**config.mk**
```make
export PLATFORM = sky130hd
export DESIGN_NAME = spi_frame_seq
export DESIGN_NICKNAME = d
export VERILOG_FILES = /design/src/rtl/spi_frame_seq.sv
export SDC_FILE = /design/constraint.sdc
export NUM_CORES = 1
export LEC_CHECK = 0
export BUFFER_PORTS_ARGS = -buffer_cell sky130_fd_sc_hd__buf_2
export CAP_MARGIN = 20
export CORE_MARGIN = 2
export CORE_UTILIZATION = 30
export DETAILED_ROUTE_END_ITERATION = 7
export PLACE_DENSITY_LB_ADDON = 0.3
export RECOVER_POWER = 25
export SYNTH_ARGS = -nofsm -noshare
export SYNTH_HDL_FRONTEND = slang
export SYNTH_SLANG_ARGS = --single-unit
```
**constraint.sdc**
```tcl
create_clock -name clk -period 4.7 [get_ports clk]
set_input_delay 0 -clock clk [delete_from_list [all_inputs] [get_ports clk]]
set_output_delay 0 -clock clk [all_outputs]
set_load 0.05 [all_outputs]
```
**src/rtl/spi_frame_seq.sv**
```systemverilog
module spi_frame_seq #(
  parameter int DIVW    = 8,
  parameter int DIV_RST = 7
) (
  input  logic            clk,
  input  logic            rst_n,
  input  logic            ctrl_we,
  input  logic            ctrl_enable,
  input  logic            ctrl_hold_ss,
  input  logic [15:0]     ctrl_frames,
  input  logic            ctrl_soft_reset,
  input  logic            fsz_we,
  input  logic [5:0]      fsz_wdata,
  input  logic            div_we,
  input  logic [DIVW-1:0] div_wdata,
  input  logic            tx_empty,
  input  logic [31:0]     tx_data,
  output logic            tx_pop,
  output logic            rx_push,
  output logic [31:0]     rx_data,
  output logic            sclk,
  output logic            mosi,
  input  logic            miso,
  output logic            ss0,
  output logic            xfer_done,
  output logic            rx_ready,
  output logic            burst_done
);
  localparam int WORD = 32;
  localparam logic [5:0] FSZ_MAX = 6'(WORD);
  localparam logic [5:0] FSZ_RST = 6'd4;

  typedef enum logic [1:0] {S_IDLE, S_SHIFT, S_GAP} st_t;

  st_t            st_q;
  logic           en_q, hold_q, sclk_q, ss_q, done_q, pulse_q, ph_q;
  logic [15:0]    fld_q, cnt_q;
  logic [5:0]     fsz_q, bits_q;
  logic [DIVW-1:0] div_q;
  logic [DIVW:0]  hc_q;
  logic [WORD-1:0] sh_q, rx_q;

  wire        soft_rst = ctrl_we && ctrl_soft_reset;
  wire [5:0]  nbits    = (fsz_q == 6'd0) ? 6'd1 : fsz_q;
  wire [5:0]  lsh      = FSZ_MAX - nbits;
  wire        tick     = hc_q == {div_q, 1'b1};
  wire        start    = (st_q == S_IDLE) && en_q && !tx_empty && (cnt_q != 16'd0);
  wire        last     = (st_q == S_SHIFT) && tick && sclk_q && (bits_q == 6'd1);
  wire        burst_end = last && (cnt_q == 16'd1);

  assign tx_pop     = start;
  assign rx_push    = last;
  assign rx_data    = rx_q;
  assign sclk       = sclk_q;
  assign mosi       = (st_q == S_SHIFT) && sh_q[WORD-1];
  assign ss0        = ss_q;
  assign xfer_done  = done_q;
  assign rx_ready   = done_q;
  assign burst_done = pulse_q;

  always_ff @(posedge clk) begin
    pulse_q <= 1'b0;
    if (!rst_n || soft_rst) begin
      st_q   <= S_IDLE;
      en_q   <= 1'b0;
      hold_q <= 1'b0;
      fld_q  <= 16'd1;
      cnt_q  <= 16'd1;
      fsz_q  <= FSZ_RST;
      div_q  <= DIVW'(DIV_RST);
      hc_q   <= '0;
      ph_q   <= 1'b0;
      sclk_q <= 1'b0;
      ss_q   <= 1'b1;
      done_q <= 1'b0;
      bits_q <= '0;
      sh_q   <= '0;
      rx_q   <= '0;
    end else begin
      case (st_q)
        S_IDLE: if (start) begin
          st_q   <= S_SHIFT;
          sh_q   <= tx_data << lsh;
          rx_q   <= '0;
          bits_q <= nbits;
          hc_q   <= '0;
          sclk_q <= 1'b0;
          ss_q   <= 1'b0;
          done_q <= 1'b0;
        end
        S_SHIFT: begin
          hc_q <= tick ? '0 : hc_q + 1'b1;
          if (tick) begin
            sclk_q <= ~sclk_q;
            if (!sclk_q) begin
              rx_q <= {rx_q[WORD-2:0], miso};
            end else begin
              sh_q   <= sh_q << 1;
              bits_q <= bits_q - 6'd1;
              if (last) begin
                ph_q <= 1'b0;
                if (burst_end) begin
                  cnt_q   <= fld_q;
                  ss_q    <= 1'b1;
                  done_q  <= 1'b1;
                  pulse_q <= 1'b1;
                  st_q    <= S_GAP;
                end else begin
                  cnt_q <= cnt_q - 16'd1;
                  if (hold_q) begin
                    st_q <= S_IDLE;
                  end else begin
                    ss_q <= 1'b1;
                    st_q <= S_GAP;
                  end
                end
              end
            end
          end
        end
        S_GAP: begin
          hc_q <= tick ? '0 : hc_q + 1'b1;
          if (tick) begin
            ph_q <= ~ph_q;
            if (ph_q) st_q <= S_IDLE;
          end
        end
        default: st_q <= S_IDLE;
      endcase
      if (fsz_we && !en_q && fsz_wdata <= FSZ_MAX) fsz_q <= fsz_wdata;
      if (div_we) div_q <= div_wdata;
      if (ctrl_we) begin
        en_q   <= ctrl_enable;
        hold_q <= ctrl_hold_ss;
        fld_q  <= ctrl_frames;
        cnt_q  <= ctrl_frames;
      end
    end
  end

  assert_pop_selects_R2: assert property (@(posedge clk) disable iff (!rst_n)
    (tx_pop && !soft_rst) |=> !ss0)
    else $error("R2: select not low after pop");

  assert_idle_clock_low_R3: assert property (@(posedge clk) disable iff (!rst_n)
    ss0 |-> !sclk)
    else $error("R3: SCLK high while deselected");

  assert_push_single_R4: assert property (@(posedge clk) disable iff (!rst_n)
    rx_push |=> !rx_push)
    else $error("R4: push longer than one cycle");

  assert_burst_deselects_R7: assert property (@(posedge clk) disable iff (!rst_n)
    burst_done |-> (ss0 && xfer_done))
    else $error("R7: completion without deselect and done");

  assert_done_clear_R8: assert property (@(posedge clk) disable iff (!rst_n)
    (tx_pop && !soft_rst) |=> !xfer_done)
    else $error("R8: done not cleared at frame start");

  assert_fsz_bound_R9: assert property (@(posedge clk) disable iff (!rst_n)
    fsz_q <= FSZ_MAX)
    else $error("R9: frame size above limit");
endmodule

```
; Word-level counts from Yosys, hierarchy flattened
; Cells that the tools add are included.
; W data, S select, Z words.
[word_totals]
ff_bits = 134
inputBits = 72
[classes]
addsub = 4
order_cmp = 1
n_eq_ne = 14
shift = 1
muxes = 51
bitwise_logic = 5
n_reduce_logical = 36
[op_table]
columns = cell, n
row1 = $mux W32, 6
row2 = $pmux W32 S2, 2
row3 = $mux W16, 6
row4 = $shl A32 B6 Y32, 1
row5 = $mux W6, 4
row6 = $mux W9, 2
row7 = $pmux W9 S2, 1
row8 = $reduce_and A6 Y1, 3
row9 = $eq A16 B1 Y1 const B, 1
row10 = $mux W1, 16
row11 = $mux W2, 8
row12 = $ne A2 B2 Y1 const B, 8
row13 = $reduce_bool A16 Y1, 1
row14 = $sub A16 B1 Y16 const B, 1
row15 = $reduce_bool A2 Y1, 7
row16 = $pmux W6 S2, 1
row17 = $reduce_and A4 Y1, 3
row18 = $logic_and A1 B1 Y1, 11
row19 = $add A9 B1 Y9 const B, 1
row20 = $eq A9 B9 Y1, 1
row21 = $pmux W1 S2, 4
row22 = $eq A6 B1 Y1 const B, 1
row23 = $le A6 B6 Y1 const B, 1
row24 = $logic_not A6 Y1, 1
row25 = other kinds (15), 21

; Longest topological paths before layout
[logic_depth]
ltp_word = 11
ltp_mapped = 16
depth_no_buf = 10

; Worst setup path before layout
; OpenSTA, ideal clock, no wires.
[synth_path]
path_type = register -> register
startpoint = register fsz_q[1]
endpoint = register sh_q[28]
setup_time_ns = 0.124
arrival_time_ns = 3.758
setup_slack_ns = 0.817
path_stages_with_launch = 17
period_less_slack_ns = 3.883
cell_sequence = dfxtp_1 > buf_6 > or4_4 > buf_6 > o21ai_4 > inv_4 > buf_2 > ha_1 > clkbuf_1 > buf_1 > buf_2 > mux2i_1 > nand2_1 > o2111ai_1 > o221ai_1 > a221oi_1 > a21oi_1
[synth_between]
elab_chain_len = 6
[synth_rtl]
columns = item, line
row1 = "start, declared", 38  ; logic [5:0] fsz_q, bits_q;
row2 = "start signal, assigned", 130  ; if (fsz_we && !en_q && fsz_wdata <= FSZ_MAX) fsz_q <= fsz_wdata;
row3 = $logic_not A6 Y1, 44  ; wire [5:0] nbits = (fsz_q == 6'd0) ? 6'd1 : fsz_q;
row4 = $mux W6 (*), 44
row5 = $sub A6 B6 Y6 (*), 45  ; wire [5:0] lsh = FSZ_MAX - nbits;
row6 = $shl A32 B6 Y32 (*), 83  ; sh_q <= tx_data << lsh;
row7 = $mux W32 (*), 81  ; S_IDLE: if (start) begin
row8 = $pmux W32 S2 (*), 80  ; case (st_q)
row9 = "end signal, assigned", 83
row10 = "end signal, assigned", 98  ; sh_q <= sh_q << 1;
row11 = "end, declared", 41  ; logic [WORD-1:0] sh_q, rx_q;
; Mark *: on every way between the ends. The rest lies on a longest branch, timed or not. The select of a mux whose other input is x is not followed.
; A chain may end at the register's enable or synchronous reset.

; Worst setup path in the final report
[layout_path]
startpoint = register fsz_q[2]
endpoint = register sh_q[25]
; The elaborated chain is that of the path after synthesis.

==> impl_metrics.toml <==
[status]
outcome = "complete, but fails checks"
violations = "max-capacitance violations, max-slew violations"

[flow_run]
drv_cap = 3

[synthesis]
syn_area_sq_um = 8210
yosysWarnings = 0
async_flop_share_pct = 0
syn_area_per_cell_sq_um = 8.23
ys_types = 75
synth_nets = 1080
ys_seq_elements = 134
synth_edf_count = 0
synth_cells = 998
synthFlopType = "dfxtp_1"
yosysSeqAreaShare_pct = 32.7

[setup_path]
worstPathRequired_ps = 5010
criticalPathCategory = "reg2reg"
cp_cell_sequence = "or4_4 > o21ai_4 > inv_4 > ha_2 > buf_4 > mux2_2 > o21ai_0 > o2bb2ai_1 > a2111oi_0 > a21oi_1"
cpMaxStageDelayCell = "or4_4"
cp_num_buf_inv = 2
start_kind = "register"
critical_path.top_delay_family = "compound AO/OA/AOI/OAI gates"
critPathCaptureType = "register"
crit_path_max_fanout = 33
slowest_delay_ps = 660
critPathArrivalTime_ps = 4240

[timing]
setup_slack_ps = 769
final_max_slew_viol_count = 165
slew_headroom_pct = -21.1
fmaxAchievable_mhz = 254
tightestPinTransition_ps = 1810
period_share_pct = 83.6
hold_ws_ps = 8.61
fin_tns_setup_ps = 0
skew_ps = 14.4
post-route-min-period_ps = 3930
setup_viol = 0
rsz0062_at_grt = "false"
hold_violations = 0

[drt]
totalWireLength_um = 26100
vias = 8245
viasPerCell = 5.63
dr.pass1.iters = 5
wl_per_cell_um = 17.8
ant_nets = 0
drtIter0Drc = 758
drc = 0

[placement]
io_buffer_count = 111
gp_congestion = 0.888
hpwl_um = 18200
dp.cells = 1391
dpl_cell_area_sq_um = 9070
dp_slack_ps = 850

[floorplanning]
die_y_um = 169
initial_utilization_pct = 30.5
core-area_sq_um = 27000
die-area_sq_um = 28700
rows = 60
die_w_um = 169
num_io_pins = 112

[finish]
layout.nets = 1193
stdcell_area_sq_um = 9990
syn_to_final_growth_pct = 21.6
drive_above_1_share_pct = 15.5
final_cell_count_no_fill = 1465
n_antenna_cell = 0

[clock_tree]
clock_latency_ps = 430
cts_tree = "done"
ctsResizeCount = 0
cts_buffer_depth = 2
cts-buffers-inserted = 17
postCtsSetupBuffers = 0
clock-sinks = 134
clkSlewWorstSetupHoldPaths_ps = 70
cts.htree.levels = 4
cts_hold_buf = 41
root_buffer = "clkbuf_16"

[power_and_ir_drop]
leakage_nw = 3.67
p_per_area_nw_per_um2 = 310
ir_drop_mv = 0.180

[global_route]
grt_pass1_wl_um = 42900
grt_pass1_vias = 7779
grt_max_degree = 93
track_usage_pct = 18.5
antenna_found_initial = 0
overflow = 0

[hold_path]
hold_path_class = "in2reg"
logic make-up after synthesis:
family                   after synthesis  synth area share (%)
XOR/XNOR                              19                  2.03
AO/OA/AOI/OAI                        316                  25.6
multiplexers                          90                  13.7
buffers and inverters                 96                  4.84
flip-flops                           134                  32.7
AND/OR/NAND/NOR                      333                  19.6
adder cells (fa/ha/maj)               10                  1.52
routing by layer:
| metal | track usage, % | vias up | part of all wire, % |
|---|---|---|---|
| li1 | - | 3986 | - |
| met1 | 26.9 | 3970 | 49 |
| met2 | 28.1 | 254 | 44 |
| met3 | 2.73 | 35 | 4.7 |
| met4 | 5.80 | 0 | 1.8 |
| met5 | 0 | - | 0 |
placed cells by master (no fill, tap or decap), types with 10 or more instances in the layout:
| master | n |
|---|---|
| nand3_1 | 31 |
| buf_2 | 74 |
| clkbuf_1 | 39 |
| xnor2_1 | 10 |
| a211oi_1 | 12 |
| a221oi_1 | 15 |
| o21ai_0 | 57 |
| mux2i_1 | 63 |
| o211ai_1 | 26 |
| nor2_1 | 108 |
| nor4_1 | 13 |
| mux2_2 | 11 |
| dfxtp_1 | 134 |
| buf_4 | 17 |
| dlygate4sd3_1 | 41 |
| nor3_1 | 22 |
| or2_2 | 12 |
| inv_1 | 16 |
| and2_1 | 12 |
| a31oi_1 | 13 |
| nand2_1 | 78 |
| a22oi_1 | 41 |
| a21oi_1 | 76 |
| clkbuf_16 | 17 |
path summary, 6_finish.rpt:
check                               from  endpoint  slack, ps  depth (start not counted)
worst max register to register  fsz_q[2]  sh_q[25]        770                         10
worst min-delay path              div_we  div_q[3]          9                          3
worst max-delay path            fsz_q[2]  sh_q[25]        770                         10
worst min register to register   sh_q[0]   sh_q[0]        450                          2
synth_stat cells (4+ instances only):
cell / n / area [sq um]
buf_2: 7 / 35.0
o22ai_1: 6 / 37.5
nor3_1: 22 / 110
nor4_1: 15 / 93.8
o211ai_1: 26 / 195
mux2_2: 11 / 124
a211o_1: 6 / 52.6
a31oi_1: 13 / 81.3
a221oi_1: 15 / 131
nand4_1: 8 / 50.1
and3_1: 6 / 37.5
mux4_1: 6 / 158
nand3_1: 31 / 155
and2_1: 12 / 75.1
inv_1: 16 / 60.1
buf_1: 5 / 18.8
o21bai_1: 4 / 30.0
a211oi_1: 12 / 90.1
or3_1: 4 / 25.0
a22oi_1: 41 / 308
dfxtp_1: 134 / 2680
o21ai_1: 4 / 20.0
or4_1: 7 / 52.6
xnor2_1: 11 / 96.3
mux4_2: 9 / 203
a21oi_1: 76 / 380
ha_1: 10 / 125
o41ai_1: 4 / 35.0
nand4b_1: 4 / 35.0
a2111oi_0: 4 / 35.0
or2_2: 12 / 75.1
nor2_1: 108 / 405
nor2b_1: 7 / 43.8
o21ai_0: 58 / 290
o31ai_1: 9 / 67.6
mux2i_1: 63 / 631
clkbuf_1: 61 / 229
nand2_1: 79 / 297
xor2_1: 8 / 70.1
state kept, by name (all words and copies together) (netlist names):
register and cells:
rx_data 32, sh_q 32, cnt_q 16, fld_q 16
hc_q 9, div_q 8, bits_q 6, fsz_q 6
st_q 2, burst_done 1, en_q 1, hold_q 1
ph_q 1, rx_ready 1, sclk 1, ss0 1
final cells by class:
cell class | count | area (sq um)
clock buffer | 17 | 425
clock inverter | 15 | 133
fill | 2804 | 17000
inverter | 18 | 70.1
multi-input combinational | 768 | 5180
sequential | 134 | 2680
tap | 341 | 427
timing repair buffer | 172 | 1070
where the power goes:
part / switching, mW / internal [mW] / leakage (nW)
Combinational: 0.377 / 0.249 / 2.31
Clock: 0.580 / 0.696 / 0.267
Sequential: 0.0295 / 1.17 / 1.09
stage by stage:
stage	power (mW)	util, %
after floorplan	1.62	-
after CTS	3.12	37.3
after global placement	1.81	33.7
after detailed placement	1.81	33.7
after global routing	3.24	37.1
final	3.10	37.1
worst min-delay path, delay by kind of cell:
family        cells  cell delay [ps]
buf+inv           1              180
mux               1              140
simple gates      1               80
No activity file was read; power rests on OpenSTA's default activity.
